$ cat src/rtl/uart_ctl_pkg.sv
package uart_ctl_pkg;
  localparam int DW = 8;
  localparam int AW = 6;

  localparam logic [AW-1:0] OFF_MODE = 6'h00;
  localparam logic [AW-1:0] OFF_STAT = 6'h04;
  localparam logic [AW-1:0] OFF_CMD  = 6'h08;
  localparam logic [AW-1:0] OFF_DATA = 6'h0C;
  localparam logic [AW-1:0] OFF_IPC  = 6'h10;
  localparam logic [AW-1:0] OFF_INT  = 6'h14;
  localparam logic [AW-1:0] OFF_BDH  = 6'h18;
  localparam logic [AW-1:0] OFF_BDL  = 6'h1C;

  localparam int ST_RXRDY = 0;
  localparam int ST_FULL  = 1;
  localparam int ST_TXRDY = 2;
  localparam int ST_TXEMP = 3;

  localparam int MR0_RXSEL = 6;

  typedef enum logic [2:0] {
    MISC_NOP   = 3'd0,
    MISC_PTR0  = 3'd1,
    MISC_RXRST = 3'd2,
    MISC_TXRST = 3'd3,
    MISC_ERRST = 3'd4,
    MISC_BRKCL = 3'd5,
    MISC_BRKON = 3'd6,
    MISC_BRKOF = 3'd7
  } misc_e;

  typedef struct packed {
    logic ptr_rst;
    logic rx_rst;
    logic tx_rst;
    logic brk_clr;
    logic tx_on;
    logic tx_off;
    logic rx_on;
    logic rx_off;
  } cmd_act_t;
endpackage

$ cat src/rtl/uart_ctl_cmd_dec.sv
module uart_ctl_cmd_dec
  import uart_ctl_pkg::*;
(
  input  logic          valid,
  input  logic [DW-1:0] cmd,
  output cmd_act_t      act
);
  misc_e misc;

  always_comb begin
    misc = misc_e'(cmd[6:4]);
    act  = '0;
    if (valid) begin
      act.ptr_rst = (misc == MISC_PTR0);
      act.rx_rst  = (misc == MISC_RXRST);
      act.tx_rst  = (misc == MISC_TXRST);
      act.brk_clr = (misc == MISC_BRKCL);
      act.tx_on   = (cmd[3:2] == 2'b01);
      act.tx_off  = (cmd[3:2] == 2'b10);
      act.rx_on   = (cmd[1:0] == 2'b01);
      act.rx_off  = (cmd[1:0] == 2'b10);
    end
  end
endmodule

$ cat src/rtl/uart_ctl_mode_bank.sv
module uart_ctl_mode_bank #(
  parameter int N_MODE = 2,
  parameter int W      = 8
) (
  input  logic         clk,
  input  logic         rst_n,
  input  logic         wr,
  input  logic [W-1:0] wdata,
  input  logic         ptr_rst,
  output logic [W-1:0] rd_val,
  output logic [W-1:0] mode0
);
  localparam int PW = (N_MODE > 1) ? $clog2(N_MODE) : 1;
  localparam logic [PW-1:0] PTR_LAST = PW'(N_MODE - 1);

  logic [PW-1:0] ptr_q, ptr_d;
  logic [W-1:0]  mr_arr [N_MODE];

  always_comb begin
    ptr_d = ptr_q;
    if (ptr_rst)
      ptr_d = '0;
    else if (wr && ptr_q != PTR_LAST)
      ptr_d = ptr_q + 1'b1;
  end

  always_ff @(posedge clk or negedge rst_n) begin
    if (!rst_n) ptr_q <= '0;
    else        ptr_q <= ptr_d;
  end

  for (genvar g = 0; g < N_MODE; g++) begin : g_mr
    logic [W-1:0] q, d;
    logic         en;
    always_comb begin
      en = wr && (ptr_q == PW'(g));
      d  = en ? wdata : q;
    end
    always_ff @(posedge clk or negedge rst_n) begin
      if (!rst_n) q <= '0;
      else        q <= d;
    end
    assign mr_arr[g] = q;
  end

  assign rd_val = mr_arr[ptr_q];
  assign mode0  = mr_arr[0];
endmodule

$ cat src/rtl/uart_ctl_irq.sv
module uart_ctl_irq
  import uart_ctl_pkg::*;
(
  input  logic [DW-1:0] status,
  input  logic          rx_sel_full,
  input  logic          dbrk,
  input  logic [DW-1:0] mask,
  output logic [DW-1:0] isr,
  output logic          irq
);
  always_comb begin
    isr    = '0;
    isr[0] = status[ST_TXRDY];
    isr[1] = rx_sel_full ? status[ST_FULL] : status[ST_RXRDY];
    isr[2] = dbrk;
    irq    = |(isr & mask);
  end
endmodule

$ cat src/rtl/uart_ctl_core.sv
module uart_ctl_core
  import uart_ctl_pkg::*;
#(
  parameter int N_MODE  = 2,
  parameter int SYNC_ST = 2
) (
  input  logic          clk,
  input  logic          rst_n,
  input  logic          bus_wr,
  input  logic          bus_rd,
  input  logic [AW-1:0] bus_addr,
  input  logic [DW-1:0] bus_wdata,
  output logic [DW-1:0] bus_rdata,
  input  logic          rxf_ready,
  input  logic          rxf_full,
  input  logic [DW-1:0] rxf_data,
  output logic          rxf_pop,
  output logic          rxf_flush,
  output logic          rx_enable,
  output logic          tx_load,
  output logic [DW-1:0] tx_data,
  input  logic          tx_taken,
  output logic          tx_enable,
  input  logic [3:0]    line_err,
  input  logic          brk_event,
  input  logic [15:0]   baud_div,
  output logic          irq
);
  // reset: asynchronous assert, synchronous release
  logic [SYNC_ST-1:0] rst_pipe;
  logic               rst_q;
  always_ff @(posedge clk or negedge rst_n) begin
    if (!rst_n) rst_pipe <= '0;
    else        rst_pipe <= {rst_pipe[SYNC_ST-2:0], 1'b1};
  end
  assign rst_q = rst_pipe[SYNC_ST-1];

  logic wr_mode, wr_cmd, wr_data, wr_int, rd_data;
  always_comb begin
    wr_mode = bus_wr && (bus_addr == OFF_MODE);
    wr_cmd  = bus_wr && (bus_addr == OFF_CMD);
    wr_data = bus_wr && (bus_addr == OFF_DATA);
    wr_int  = bus_wr && (bus_addr == OFF_INT);
    rd_data = bus_rd && (bus_addr == OFF_DATA);
  end

  cmd_act_t act;
  uart_ctl_cmd_dec u_dec (
    .valid (wr_cmd),
    .cmd   (bus_wdata),
    .act   (act)
  );

  logic [DW-1:0] mode_rd, mode0;
  uart_ctl_mode_bank #(.N_MODE(N_MODE), .W(DW)) u_mode (
    .clk     (clk),
    .rst_n   (rst_q),
    .wr      (wr_mode),
    .wdata   (bus_wdata),
    .ptr_rst (act.ptr_rst),
    .rd_val  (mode_rd),
    .mode0   (mode0)
  );

  logic          tx_en_q, tx_en_d, rx_en_q, rx_en_d;
  logic          tx_emp_q, tx_emp_d, dbrk_q, dbrk_d;
  logic [DW-1:0] imr_q, imr_d;

  always_comb begin
    tx_en_d = tx_en_q;
    if (act.tx_rst) tx_en_d = 1'b0;
    if (act.tx_on)  tx_en_d = 1'b1;
    if (act.tx_off) tx_en_d = 1'b0;

    rx_en_d = rx_en_q;
    if (act.rx_rst) rx_en_d = 1'b0;
    if (act.rx_on)  rx_en_d = 1'b1;
    if (act.rx_off) rx_en_d = 1'b0;

    tx_emp_d = tx_emp_q;
    if (act.tx_rst)    tx_emp_d = 1'b1;
    if (wr_data)       tx_emp_d = 1'b0;
    else if (tx_taken) tx_emp_d = 1'b1;

    dbrk_d = dbrk_q;
    if (act.brk_clr) dbrk_d = 1'b0;
    if (brk_event)   dbrk_d = 1'b1;

    imr_d = wr_int ? bus_wdata : imr_q;
  end

  always_ff @(posedge clk or negedge rst_q) begin
    if (!rst_q) begin
      tx_en_q  <= 1'b0;
      rx_en_q  <= 1'b0;
      tx_emp_q <= 1'b1;
      dbrk_q   <= 1'b0;
      imr_q    <= '0;
    end else begin
      tx_en_q  <= tx_en_d;
      rx_en_q  <= rx_en_d;
      tx_emp_q <= tx_emp_d;
      dbrk_q   <= dbrk_d;
      imr_q    <= imr_d;
    end
  end

  logic [DW-1:0] status, isr;
  assign status = {line_err, tx_emp_q, tx_en_q, rxf_full, rxf_ready};

  uart_ctl_irq u_irq (
    .status      (status),
    .rx_sel_full (mode0[MR0_RXSEL]),
    .dbrk        (dbrk_q),
    .mask        (imr_q),
    .isr         (isr),
    .irq         (irq)
  );

  always_comb begin
    bus_rdata = '0;
    if (bus_rd) begin
      unique case (bus_addr)
        OFF_MODE: bus_rdata = mode_rd;
        OFF_STAT: bus_rdata = status;
        OFF_DATA: bus_rdata = rxf_ready ? rxf_data : '0;
        OFF_INT:  bus_rdata = isr;
        OFF_BDH:  bus_rdata = baud_div[15:8];
        OFF_BDL:  bus_rdata = baud_div[7:0];
        default:  bus_rdata = '0;
      endcase
    end
  end

  assign rxf_pop   = rd_data && rxf_ready;
  assign rxf_flush = act.rx_rst;
  assign rx_enable = rx_en_q;
  assign tx_enable = tx_en_q;
  assign tx_load   = wr_data;
  assign tx_data   = bus_wdata;
endmodule

$ cat config.mk
export PLATFORM = sky130hd
export DESIGN_NAME = uart_ctl_core
export DESIGN_NICKNAME = d
export VERILOG_FILES = /design/src/rtl/uart_ctl_pkg.sv /design/src/rtl/uart_ctl_cmd_dec.sv /design/src/rtl/uart_ctl_mode_bank.sv /design/src/rtl/uart_ctl_irq.sv /design/src/rtl/uart_ctl_core.sv
export SDC_FILE = /design/constraint.sdc
export NUM_CORES = 1
export LEC_CHECK = 0
export BUFFER_PORTS_ARGS = -buffer_cell sky130_fd_sc_hd__buf_2
export CORE_ASPECT_RATIO = 0.5
export CORE_MARGIN = 2
export CORE_UTILIZATION = 42
export DETAILED_ROUTE_END_ITERATION = 12
export GPL_ROUTABILITY_DRIVEN = 1
export GPL_TIMING_DRIVEN = 0
export PLACE_DENSITY = 0.75
export SKIP_CTS_REPAIR_TIMING = 1
export SLEW_MARGIN = 20
export SYNTH_ARGS = -nofsm -noshare
export SYNTH_HDL_FRONTEND = slang
export SYNTH_SLANG_ARGS = --single-unit
$ cat constraint.sdc
create_clock -name clk -period 1.39 [get_ports clk]
set_input_delay 0.139 -clock clk [delete_from_list [all_inputs] [get_ports clk]]
set_output_delay 0.139 -clock clk [all_outputs]
set_load 0.01 [all_outputs]
# Word level (Yosys, flattened, before mapping)

Index checks and enable logic that the tools add are counted.

Add/sub/neg operators: 1
Magnitude comparators: 1
Equal/unequal tests: 14
Muxes and demuxes: 21
Bitwise gates (word level): 3
Reductions and logical operators: 15

Operator list:

| cell                                                                   | count |
|---|---|
| 8-bit 2-to-1 mux                                                       | 6 |
| 8-bit case mux with 6 select lines                                     | 1 |
| 6-bit by 5-bit equality test with 1-bit output (second input constant) | 3 |
| 1-bit 2-to-1 mux                                                       | 14 |
| 6-bit by 4-bit equality test with 1-bit output (second input constant) | 2 |
| 3-bit nonzero test                                                     | 3 |
| 3-bit by 8-bit bitwise AND with 8-bit output                           | 1 |
| 1-bit logical AND                                                      | 8 |
| 8-bit OR reduction                                                     | 1 |
| 3-bit by 2-bit equality test with 1-bit output (second input constant) | 2 |
| 6-bit by 3-bit equality test with 1-bit output (second input constant) | 1 |
| 6-bit logical NOT                                                      | 1 |
| 2-bit by 1-bit equality test with 1-bit output (second input constant) | 2 |
| 2-bit equality test (second input constant)                            | 2 |
| 2-bit nonzero test                                                     | 2 |
| 3-bit by 1-bit equality test with 1-bit output (second input constant) | 1 |
| 3-bit equality test (second input constant)                            | 1 |
| 2-bit greater-or-equal comparator (second input constant)              | 1 |
| 1-bit NOT with 2-bit output                                            | 1 |
| 1-bit adder (second input constant)                                    | 1 |
| 1-bit NOT                                                              | 1 |

Flip-flop bits (word level): 31
Input bits: 50
Output and inout bits: 22
Logic and storage cells: 64

# Longest topological paths before layout

Gate-level depths: netlist of the first run.

Word-level depth: 6
Mapped depth: 6
Mapped depth without buffers: 4

# Hierarchy

Synthesis of the first run repeated with hierarchy kept, for this count alone.

Cells, all modules: 169
Area total of the unflattened synthesis: 1,990.7 µm²

By module, submodules not included:

| module             | times used | cells each | area an instance (µm²) | seq. area each (µm²) |
|---|---|---|---|---|
| uart_ctl_core      | 1          | 103        | 1,089.8                | 351.6 |
| uart_ctl_mode_bank | 1          | 47         | 728.2                  | 425.4 |
| uart_ctl_irq       | 1          | 11         | 87.6                   | 0.0 |
| uart_ctl_cmd_dec   | 1          | 8          | 85.1                   | 0.0 |

# Worst setup path after synthesis of the first run

Ideal clock, no wire load.

Path kind: input -> output
Start: input bus_addr[5]
End: output bus_rdata[0]
Arrival time: 1.480 ns
Path slack: -0.229 ns
Stages on the path: 4
Path buffers: 0
Cell sequence: or4b_1 -> nor3b_1 -> a22oi_1 -> o22ai_1

Word-level cells in the longest chain between the ends: 3

Ends and longest elaborated chain:

| item                                                                   | RTL line             | source |
|---|---|---|
| start, declared                                                        | uart_ctl_core.sv:11  | `input logic [AW-1:0] bus_addr,` |
| 6-bit by 5-bit equality test with 1-bit output (tied with other cells) | uart_ctl_core.sv:123 | `unique case (bus_addr)` |
| 8-bit case mux with 6 select lines (*)                                 | uart_ctl_core.sv:123 |  |
| 8-bit 2-to-1 mux (*)                                                   | uart_ctl_core.sv:122 | `if (bus_rd) begin` |
| end, declared                                                          | uart_ctl_core.sv:13  | `output logic [DW-1:0] bus_rdata,` |

Every way passes the cells marked *; elsewhere a longest branch is shown, timed or not.

# Worst setup path after layout of the first run

Start: register u_mode.g_mr[0].q[6] (netlist: u_mode.mode0[6])
End: output bus_rdata[1]

Word-level cells in the longest chain between the ends: 3

Ends and longest elaborated chain:

| item                               | RTL line                 | source |
|---|---|---|
| start, declared                    | uart_ctl_mode_bank.sv:33 | `logic [W-1:0] q, d;` |
| start signal, assigned             | uart_ctl_mode_bank.sv:40 | `if (!rst_n) q <= '0;` |
| start signal, assigned             | uart_ctl_mode_bank.sv:41 | `else q <= d;` |
| 1-bit 2-to-1 mux                   | uart_ctl_irq.sv:14       | `isr[1] = rx_sel_full ? status[ST_FULL] : status[ST_RXRDY];` |
| 8-bit case mux with 6 select lines | uart_ctl_core.sv:123     |  |
| 8-bit 2-to-1 mux                   | uart_ctl_core.sv:122     |  |

Every way passes these cells.

==> results of run 1 <==
-- worst max-delay path: stages (launching register included) --
cell,delay [ps]
dfrtp_1,430
mux2_4,320
mux2_4,280
a32oi_2,180
a21oi_2,70
buf_2,140
-- per-stage QoR --
step           power (W)  instances  hold WS (ps)  setup TNS, ps  utilization [%]
2_1_floorplan    0.00109        149          -157          -2850                -
3_3_place_gp     0.00124        269         -77.0         -11910             57.7
3_5_place_dp     0.00126        269         -74.0         -12010             57.7
4_1_cts          0.00188        273          -374          -6540             59.7
5_1_grt          0.00200        280          36.5          -5700             64.3
6_report         0.00192        280          40.7          -4350             64.3
-- placed cells by master (no fill, tap or decap), types with 2 or more instances in the layout --
cell / synthesis / final
buf_6: 1 / 3
o22ai_1: 2 / 2
mux2_4: 0 / 2
a21oi_1: 7 / 6
nor2_1: 4 / 3
dfrtp_1: 25 / 25
buf_2: 0 / 66
buf_4: 8 / 14
and4b_1: 2 / 2
nand2_1: 6 / 6
clkbuf_8: 0 / 3
nand3_1: 6 / 6
buf_8: 0 / 2
clkbuf_2: 0 / 3
inv_1: 4 / 4
o21ai_0: 2 / 2
nor3b_4: 0 / 2
a32oi_1: 4 / 3
a31oi_1: 4 / 4
a22oi_1: 10 / 9
nand4b_1: 2 / 2
mux2_2: 31 / 29
-- how the worst min path moves through the flow --
stage                         start           to  depth (start not counted)
after CTS                     rst_n  rst_pipe[1]                          1
final                     brk_event       dbrk_q                          2
after detailed placement      rst_n  rst_pipe[1]                          1
after global placement        rst_n  rst_pipe[1]                          1
after floorplan               rst_n  rst_pipe[0]                          0
after global routing      brk_event       dbrk_q                          2
-- power groups by stage --
| stage | Clock [W] | Combinational, W | Sequential, W |
|---|---|---|---|
| floorplan | 0 | 0.000224 | 0.000864 |
| global placement | 0 | 0.000369 | 0.000875 |
| detailed placement | 0 | 0.000376 | 0.000879 |
| CTS | 0.000638 | 0.000378 | 0.000864 |
| global route | 0.000665 | 0.000463 | 0.000873 |
| finish | 0.000622 | 0.000430 | 0.000865 |
-- metal layers --
metal | GRT usage, % | routed length (um) | up-vias
li1 | - | - | 735
met1 | 25.1 | 2000 | 721
met2 | 33.7 | 2090 | 42
met3 | 3.62 | 244 | 2
met4 | 5.07 | 27 | 0
met5 | 0 | 0 | -
-- state kept, by name (all words and copies together), names as in the netlist --
name           flops
tx_enable          1
tx_emp_q           1
u_mode.ptr_q       1
u_mode.g_mr.q      8
imr_q              3
dbrk_q             1
rx_enable          1
u_mode.mode0       8
rst_pipe           2
-- logic make-up after synthesis --
logic type             count (synthesis)
buffers and inverters                 19
AOI/OAI and AO/OA                     36
DFF                                   26
muxes                                 32
other                                  1
and+or+nand+nor                       35
-- final cells by class --
type | count | area share [%]
timing repair buffer | 76 | 18.6
tap | 51 | 2.78
clock inverter | 1 | 1.31
sequential | 26 | 28.4
clock buffer | 3 | 1.80
multi-input combinational | 104 | 41.8
buffer | 14 | 4.42
inverter | 5 | 0.819
==> flow_summary_export.csv, run 1 <==
group,metric,value,unit
floorplan,die_y,48.0,um
sta,skew,1.96,ps
worst_setup_path,crit_path_max_fanout,3,
finish,area_growth,40.9,%
pwr,combPwrFrac,22.4,%
worst_setup_path,r2r_end,"u_mode.mode0[1]",
finish,finalInstanceArea,2290,sq um
clocking,clk_latency,270,ps
pwr,p_clk_share,32.5,%
yosys,async_flop_share,100,%
global_route,grt_pass1_wl,6.26,mm
floorplan,initial_core_util,45.6,%
finish,multi_input_area,958,sq um
sta,tightest_slew,963,ps
pwr,p_leak,1.13,nW
global_route,first_global_vias,1348,
worst_setup_path,r2r.worst_path.cells,4,
sta,fin_crit_sh,132,%
clocking,cts_num_sinks,26,
routing,viasPerCell,5.36,
yosys,ys_seq_elements,26,
worst_setup_path,endpoint,"bus_rdata[1]",
min_path,hold_path_class,"primary input to flip-flop",
clocking,numCtsBuffers,3,
worst_setup_path,reg2reg_from,"u_mode.ptr_q",
pwr,power_frac_seq,45.1,%
finish,seqCellArea,652,sq um
global_route,grt_usage,19.0,%
run_status,failed_checks,"negative setup slack",
sta,fin_ws,-441,ps
floorplan,pin_count,72,
yosys,synthTopCellsByCount,"31 x mux2_2, 25 x dfrtp_1, 10 x a22oi_1",
worst_setup_path,crit_path_end_kind,"output port",
finish,n_antenna_cell,0,
yosys,yosys_warnings,0,
global_route,grt_max_degree,25,
pwr,switchingPower,0.000473,W
routing,drt_iter0_drc,52,
yosys,synth_top_family_by_area,"multiplexers",
clocking,cts_tree,"built",
floorplan,core,3570,sq um
sta,relSlewSlack,35.8,%
floorplan,dieArea,4420,sq um
global_route,antenna_found_initial,0,
pwr,p_int,0.00144,W
yosys,yosysTopAreaCellShare,38.5,%
yosys,synth.most_common_cell,"mux2_2",
clocking,htree_num_levels,1,
finish,fillCellCount,279,
yosys,ys.flop_type,"dfrtp_1",
yosys,synth_cell_types,43,
finish,layout-drive-gt1-share,60.7,%
worst_setup_path,setup.worst_path.start,"u_mode.mode0[6]",
yosys,synthSimpleGateAreaFrac,15.4,%
yosys,synth-compound-area-share,15.5,%
yosys,synth_adder_area_share,0,%
routing,num_vias,1500,
yosys,synth.largest_area_cell,"dfrtp_1",
worst_setup_path,path_class,"flip-flop to output port",
worst_setup_path,cp.required,1250,ps
routing,drtAntennaViolNets,0,
clocking,cts_buffer_depth,2,
worst_setup_path,rrSetupSlack,30,ps
yosys,avgSynthCellArea,10.9,sq um
yosys,postSynthNetCount,199,
clocking,clkTransAtPathRegs,90,ps
pwr,ir_drop,0.584,mV
placement,preCtsSetupSlack,-465,ps
sta,fin_crit,1830,ps
sta,setup_viol,25,
run_status,outcome,"finished, violations left",
yosys,synth-seq-area-share,40.1,%
sta,drv_slew,0,
floorplan,std_cell_rows,15,
placement,portBuffers,69,
pwr,p_sw_share,24.7,%
yosys,synth_xor_area_share,0,%
routing,wl_per_cell,15.6,um
sta,hold_viol_final,0,
yosys,synth_edf_count,0,
sta,fmax,546,MHz
sta,rsz0062_at_grt,"true",
clocking,cts_root_buffer,"clkbuf_8",
yosys,synthCells,149,
routing,drtPass1Iterations,4,
worst_setup_path,start_kind,"flip-flop",
finish,num-nets-final,280,
yosys,synthMuxAreaShare,22.1,%
routing,drcViolationCount,0,
placement,routabilityCongestion,0.818,
floorplan,die_w,92.0,um
yosys,synth.area.top_cells,"dfrtp_1 38%, mux2_2 21%, a22oi_1 4.6%",
placement,place_area,2060,sq um
pwr,power.density,837,nW/um^2
global_route,grt.overflow.total,0,
placement,dpl.hpwl,3.33,mm
job,maxCapViolCount,0,
yosys,syn_area,1630,sq um
routing,routed_wl,4.36,mm
worst_setup_path,cp_data_arrival_time,1690,ps
Note: power is estimated with default switching activity, not from simulation.
==> run 2: changes to the inputs <==
==> constraint.sdc (replaced) <==
create_clock -name clk -period 1.39 [get_ports clk]
set_input_delay 0.278 -clock clk [delete_from_list [all_inputs] [get_ports clk]]
set_output_delay 0.278 -clock clk [all_outputs]
set_load 0.01 [all_outputs]
==> run 2 against run 1 <==
Net effect: the flow still finishes with violations (negative setup slack); non-clock buffer count up 8; global-route usage up 0.67 points; largest power group unchanged; largest cell class unchanged; flip-flop and latch count unchanged.
==> flow_summary_export.csv, run 2 (synthesis gave the netlist of run 1 again) <==
group,metric,value,unit
run_status,outcome,"finished, violations left",
run_status,failed_checks,"negative setup slack",
worst_setup_path,cp_data_arrival_time,1790,ps
clocking,htree_num_levels,1,
routing,drtPass1Iterations,4,
routing,num_vias,1604,
floorplan,die_y,48.0,um
pwr,p_sw_share,25.5,%
floorplan,std_cell_rows,15,
clocking,cts_buffer_depth,2,
floorplan,die_w,92.0,um
min_path,hold_path_class,"primary input to flip-flop",
sta,skew,3.65,ps
clocking,cts_num_sinks,26,
floorplan,core,3570,sq um
pwr,switchingPower,0.000499,W
finish,fillCellCount,262,
sta,drv_slew,0,
worst_setup_path,cp_slowest_cell,"or4_4",
worst_setup_path,reg2reg_from,"u_mode.ptr_q",
placement,portBuffers,69,
pwr,total_power,0.00196,W
finish,num-nets-final,288,
sta,hold_ws,180,ps
clocking,numCtsBuffers,3,
sta,tightest_slew,940,ps
finish,multi_input_area,1020,sq um
sta,rsz0062_at_grt,"true",
pwr,power.density,803,nW/um^2
routing,drt_iter0_drc,68,
routing,wl_per_cell,16.3,um
sta,setup_viol,32,
placement,preCtsSetupSlack,-704,ps
sta,fin_crit,2070,ps
worst_setup_path,crit_path_end_kind,"output port",
finish,mostFrequentLayoutCells,"66 x buf_2, 27 x mux2_2, 25 x dfrtp_1",
worst_setup_path,setup.worst_path.start,"bus_addr[4]",
worst_setup_path,slowest_delay,580,ps
clocking,clkTransAtPathRegs,90,ps
placement,routabilityCongestion,0.887,
finish,layout-drive-gt1-share,66.2,%
min_path,hold_start,"brk_event",
finish,mostFrequentLayoutCell,"buf_2",
floorplan,pin_count,72,
clocking,clk_latency,270,ps
pwr,p_clk_share,32.2,%
finish,fin_util,68.4,%
sta,fin_crit_sh,149,%
global_route,grt.overflow.total,0,
sta,fin_ws,-677,ps
worst_setup_path,crit_path_max_fanout,4,
pwr,p_leak,1.18,nW
global_route,first_global_vias,1353,
global_route,grt_pass1_wl,6.50,mm
global_route,antenna_found_initial,0,
finish,area_growth,49.9,%
global_route,grt_max_degree,25,
pwr,p_int,0.00146,W
clocking,cts_tree,"built",
placement,dpl.hpwl,3.34,mm
clocking,cts_root_buffer,"clkbuf_8",
worst_setup_path,cp_cell_sequence,"buf_8 > or4_4 > nor3b_4 > buf_6 > nand2_1 > a31oi_1 > buf_2",
sta,relSlewSlack,37.3,%
finish,seqCellArea,652,sq um
routing,routed_wl,4.70,mm
pwr,combPwrFrac,23.7,%
routing,drtAntennaViolNets,0,
floorplan,initial_core_util,45.6,%
global_route,grt_usage,19.7,%
sta,hold_viol_final,0,
sta,fmax,484,MHz
pwr,ir_drop,0.716,mV
job,maxCapViolCount,0,
pwr,power_frac_seq,44.1,%
worst_setup_path,start_kind,"primary input",
floorplan,dieArea,4420,sq um
routing,drcViolationCount,0,
worst_setup_path,cp.required,1110,ps
routing,viasPerCell,5.57,
worst_setup_path,path_class,"primary input to output port",
finish,n_antenna_cell,0,
[run 2: cell count changes in the layout (fill, tap and decap cells not counted), moves of 3 or more]
cell / delta
a21oi_1: -3
buf_4: +3
buf_6: +5
a22oi_1: -5
a22oi_2: +5
[run 2: power by group through the flow]
stage	clock network (W)	registers, W	logic [W]
2_1_floorplan	0	0.000864	0.000229
3_3_place_gp	0	0.000874	0.000378
3_5_place_dp	0	0.000878	0.000386
4_1_cts	0.000637	0.000864	0.000389
5_1_grt	0.000671	0.000873	0.000497
6_report	0.000630	0.000864	0.000464
[run 2: critical path: cells and delay by family]
| kind | cells | cell delay (ps) |
|---|---|---|
| AND/OR/NAND/NOR | 3 | 910 |
| buffers and inverters | 3 | 400 |
| AO/OA/AOI/OAI | 1 | 180 |
[run 2: final timing paths]
| check | endpoint | slack, ps | cells past startpoint |
|---|---|---|---|
| hold / removal | dbrk_q | 180 | 2 |
| max in group asynchronous | u_mode.g_mr[1].q[6] | 420 | 0 |
| hold reg to reg | rst_pipe[1] | 360 | 0 |
| setup reg to reg | u_mode.mode0[3] | 60 | 3 |
| min in group asynchronous | rst_pipe[0] | 300 | 2 |
| setup / recovery | bus_rdata[5] | -680 | 7 |
[run 2: stage by stage]
step / instances / TNS (ps) / area (sq um)
floorplan: 149 / -7340 / 1690
global placement: 269 / -17270 / 2100
detailed placement: 269 / -17810 / 2100
CTS: 273 / -12800 / 2170
global route: 288 / -13880 / 2440
finish: 288 / -12390 / 2440
[run 2: cell type report]
| type | instances | share of cell area [%] |
|---|---|---|
| Sequential cell | 26 | 26.7 |
| Timing Repair Buffer | 84 | 21.0 |
| Tap cell | 51 | 2.62 |
| Buffer | 14 | 4.00 |
| Multi-Input combinational cell | 104 | 42.0 |
| Clock inverter | 1 | 1.23 |
| Clock buffer | 3 | 1.69 |
| Inverter | 5 | 0.770 |
[run 2: layer usage]
| layer | wire (um) | global-route usage, % | share of wire (%) | vias to the layer above |
|---|---|---|---|---|
| met4 | 27 | 4.48 | 0.57 | 0 |
| met3 | 292 | 2.83 | 6.2 | 4 |
| met1 | 2160 | 27.1 | 46 | 786 |
| li1 | - | - | - | 751 |
| met5 | 0 | 0 | 0 | - |
| met2 | 2220 | 34.6 | 47 | 63 |
==> run 3: changes to the inputs <==
--- a/config.mk
+++ b/config.mk
@@ -5,14 +5,15 @@
 export SDC_FILE = /design/constraint.sdc
 export NUM_CORES = 1
 export LEC_CHECK = 0
+export ABC_AREA = 1
 export BUFFER_PORTS_ARGS = -buffer_cell sky130_fd_sc_hd__buf_2
 export CORE_ASPECT_RATIO = 0.5
 export CORE_MARGIN = 2
-export CORE_UTILIZATION = 42
+export CORE_UTILIZATION = 44
 export DETAILED_ROUTE_END_ITERATION = 12
 export GPL_ROUTABILITY_DRIVEN = 1
 export GPL_TIMING_DRIVEN = 0
-export PLACE_DENSITY = 0.75
+export PLACE_DENSITY = 0.76
 export SKIP_CTS_REPAIR_TIMING = 1
 export SLEW_MARGIN = 20
 export SYNTH_ARGS = -nofsm -noshare
==> run 3 against run 2 <==
Net effect: the run still ends with negative setup slack left; combinational power is 7.1% lower; maximum frequency is 18% higher; non-clock buffer count is 3 higher; largest power group unchanged.
==> flow_summary_export.csv, run 3 <==
group,metric,value,unit
run_status,outcome,"finished, violations left",
run_status,failed_checks,"negative setup slack",
finish,mostFrequentLayoutCells,"87 x nand2_1, 66 x buf_2, 25 x buf_4",
yosys,yosysTopAreaCellShare,33.9,%
yosys,synth_edf_count,0,
clocking,htree_num_levels,1,
sta,fin_ws,-358,ps
pwr,ir_drop,0.480,mV
floorplan,initial_core_util,46.6,%
yosys,ys.flop_type,"dfrtp_1",
worst_setup_path,crit_path_max_fanout,5,
worst_setup_path,r2r_end,"u_mode.mode0[6]",
routing,drtAntennaViolNets,0,
pwr,p_leak,1.43,nW
placement,portBuffers,70,
yosys,synth.largest_area_cell,"dfrtp_1",
global_route,antenna_found_initial,0,
sta,tightest_slew,939,ps
sta,skew,3.60,ps
finish,mostFrequentLayoutCell,"nand2_1",
yosys,ys_seq_elements,26,
worst_setup_path,r2r.worst_path.cells,5,
yosys,synth-seq-area-share,35.3,%
yosys,synthTopCellsByCount,"97 x nand2_1, 30 x inv_1, 25 x dfrtp_1",
clocking,cts_num_sinks,26,
finish,finalInstanceArea,2630,sq um
worst_setup_path,path_class,"flip-flop to output port",
sta,setup_viol,12,
min_path,hold_path_class,"primary input to flip-flop",
floorplan,core,3960,sq um
global_route,grt_pass1_wl,7.71,mm
finish,n_antenna_cell,0,
finish,area_growth,42.6,%
worst_setup_path,endpoint,"bus_rdata[1]",
placement,place_area,2260,sq um
finish,fin_util,66.4,%
worst_setup_path,reg2reg_from,"u_mode.ptr_q",
sta,rsz0062_at_grt,"true",
sta,drv_slew,0,
floorplan,pin_count,72,
worst_setup_path,rrSetupSlack,250,ps
sta,hold_ws,181,ps
global_route,first_global_vias,1744,
worst_setup_path,setup.worst_path.start,"u_mode.ptr_q",
routing,wl_per_cell,12.4,um
floorplan,die_w,95.6,um
clocking,cts_buffer_depth,2,
yosys,synth.area.top_cells,"dfrtp_1 34%, nand2_1 20%, o21ai_2 7.6%",
global_route,grt_usage,20.6,%
clocking,clk_latency,270,ps
routing,drtPass1Iterations,4,
routing,routed_wl,5.15,mm
clocking,numCtsBuffers,3,
pwr,power.density,728,nW/um^2
clocking,clkTransAtPathRegs,90,ps
yosys,synth.most_common_cell,"nand2_1",
worst_setup_path,crit_path_end_kind,"output port",
sta,fmax,572,MHz
sta,fin_crit,1750,ps
sta,fin_crit_sh,126,%
worst_setup_path,cp_data_arrival_time,1470,ps
job,maxCapViolCount,0,
finish,num-nets-final,411,
floorplan,dieArea,4760,sq um
placement,routabilityCongestion,0.862,
global_route,grt.overflow.total,0,
sta,hold_viol_final,0,
routing,num_vias,2030,
placement,dp_cells,391,
yosys,yosys_warnings,0,
placement,dpl.hpwl,3.73,mm
floorplan,die_y,49.8,um
worst_setup_path,start_kind,"flip-flop",
yosys,async_flop_share,100,%
yosys,synth_cell_types,25,
worst_setup_path,cp.required,1110,ps
floorplan,std_cell_rows,16,
finish,stdcell_count,414,
clocking,cts_tree,"built",
routing,drt_iter0_drc,80,
routing,viasPerCell,4.90,
yosys,postSynthNetCount,317,
clocking,cts_root_buffer,"clkbuf_8",
routing,drcViolationCount,0,
yosys,avgSynthCellArea,6.91,sq um
yosys,syn_area,1850,sq um
yosys,synthCells,267,
sta,relSlewSlack,37.4,%
global_route,grt_max_degree,25,
finish,layout-drive-gt1-share,45.0,%
==> run 3: cell types whose count changed after synthesis, sizes merged, moves of 7 or more <==
cell	change
a22oi	-9
inv	+29
mux2	-31
nand2	+91
nand3	+14
nand4	+7
nor2	+28
o21ai	+23
==> run 3: critical path: stages, from the launching register on <==
cell,delay [ps]
dfrtp_2,460
buf_6,150
nand2_1,70
o21ai_2,70
nor2_1,110
a21oi_1,50
a21oi_1,130
buf_2,150
==> run 3: how the worst min path moves through the flow <==
stage,cells after the start,startpoint,endpoint
detailed placement,1,rst_n,rst_pipe[0]
finish,2,brk_event,dbrk_q
global placement,1,rst_n,rst_pipe[1]
global route,2,brk_event,dbrk_q
CTS,1,rst_n,rst_pipe[0]
floorplan,0,rst_n,rst_pipe[0]
==> run 3: final cells by class <==
type / instances / area [sq um]
Buffer: 12 / 97.6
Timing Repair Buffer: 89 / 532
Clock inverter: 1 / 30.0
Sequential cell: 26 / 653
Tap cell: 54 / 67.6
Fill cell: 352 / 1330
Multi-Input combinational cell: 196 / 1070
Clock buffer: 3 / 41.3
Inverter: 33 / 136
==> run 3: where the power goes <==
| group | switching (W) | internal (W) |
|---|---|---|
| Clock | 0.000242 | 0.000386 |
| Sequential | 0.0000483 | 0.000808 |
| Combinational | 0.000233 | 0.000198 |
==> run 3: per-stage QoR <==
stage	setup slack, ps	power [W]	TNS [ps]
3_3_place_gp	-320	0.00121	-3570
3_5_place_dp	-359	0.00122	-3940
6_report	-358	0.00192	-2820
2_1_floorplan	17.4	0.00106	0
4_1_cts	-566	0.00183	-4370
5_1_grt	-441	0.00199	-3870
==> run 3: kinds of logic after synthesis <==
group,Yosys count,synth area share [%]
and+or+nand+nor,161,39.7
buffers and inverters,45,11.9
AOI/OAI and AO/OA,34,12.9
DFF,26,35.3
other,1,0.203
==> run 3: per-layer routing <==
| metal | track usage [%] | up-vias | routed length, um |
|---|---|---|---|
| li1 | - | 1020 | - |
| met1 | 29.5 | 955 | 2360 |
| met2 | 33.1 | 51 | 2490 |
| met3 | 2.75 | 4 | 251 |
| met4 | 5.48 | 0 | 48 |
| met5 | 0 | - | 0 |
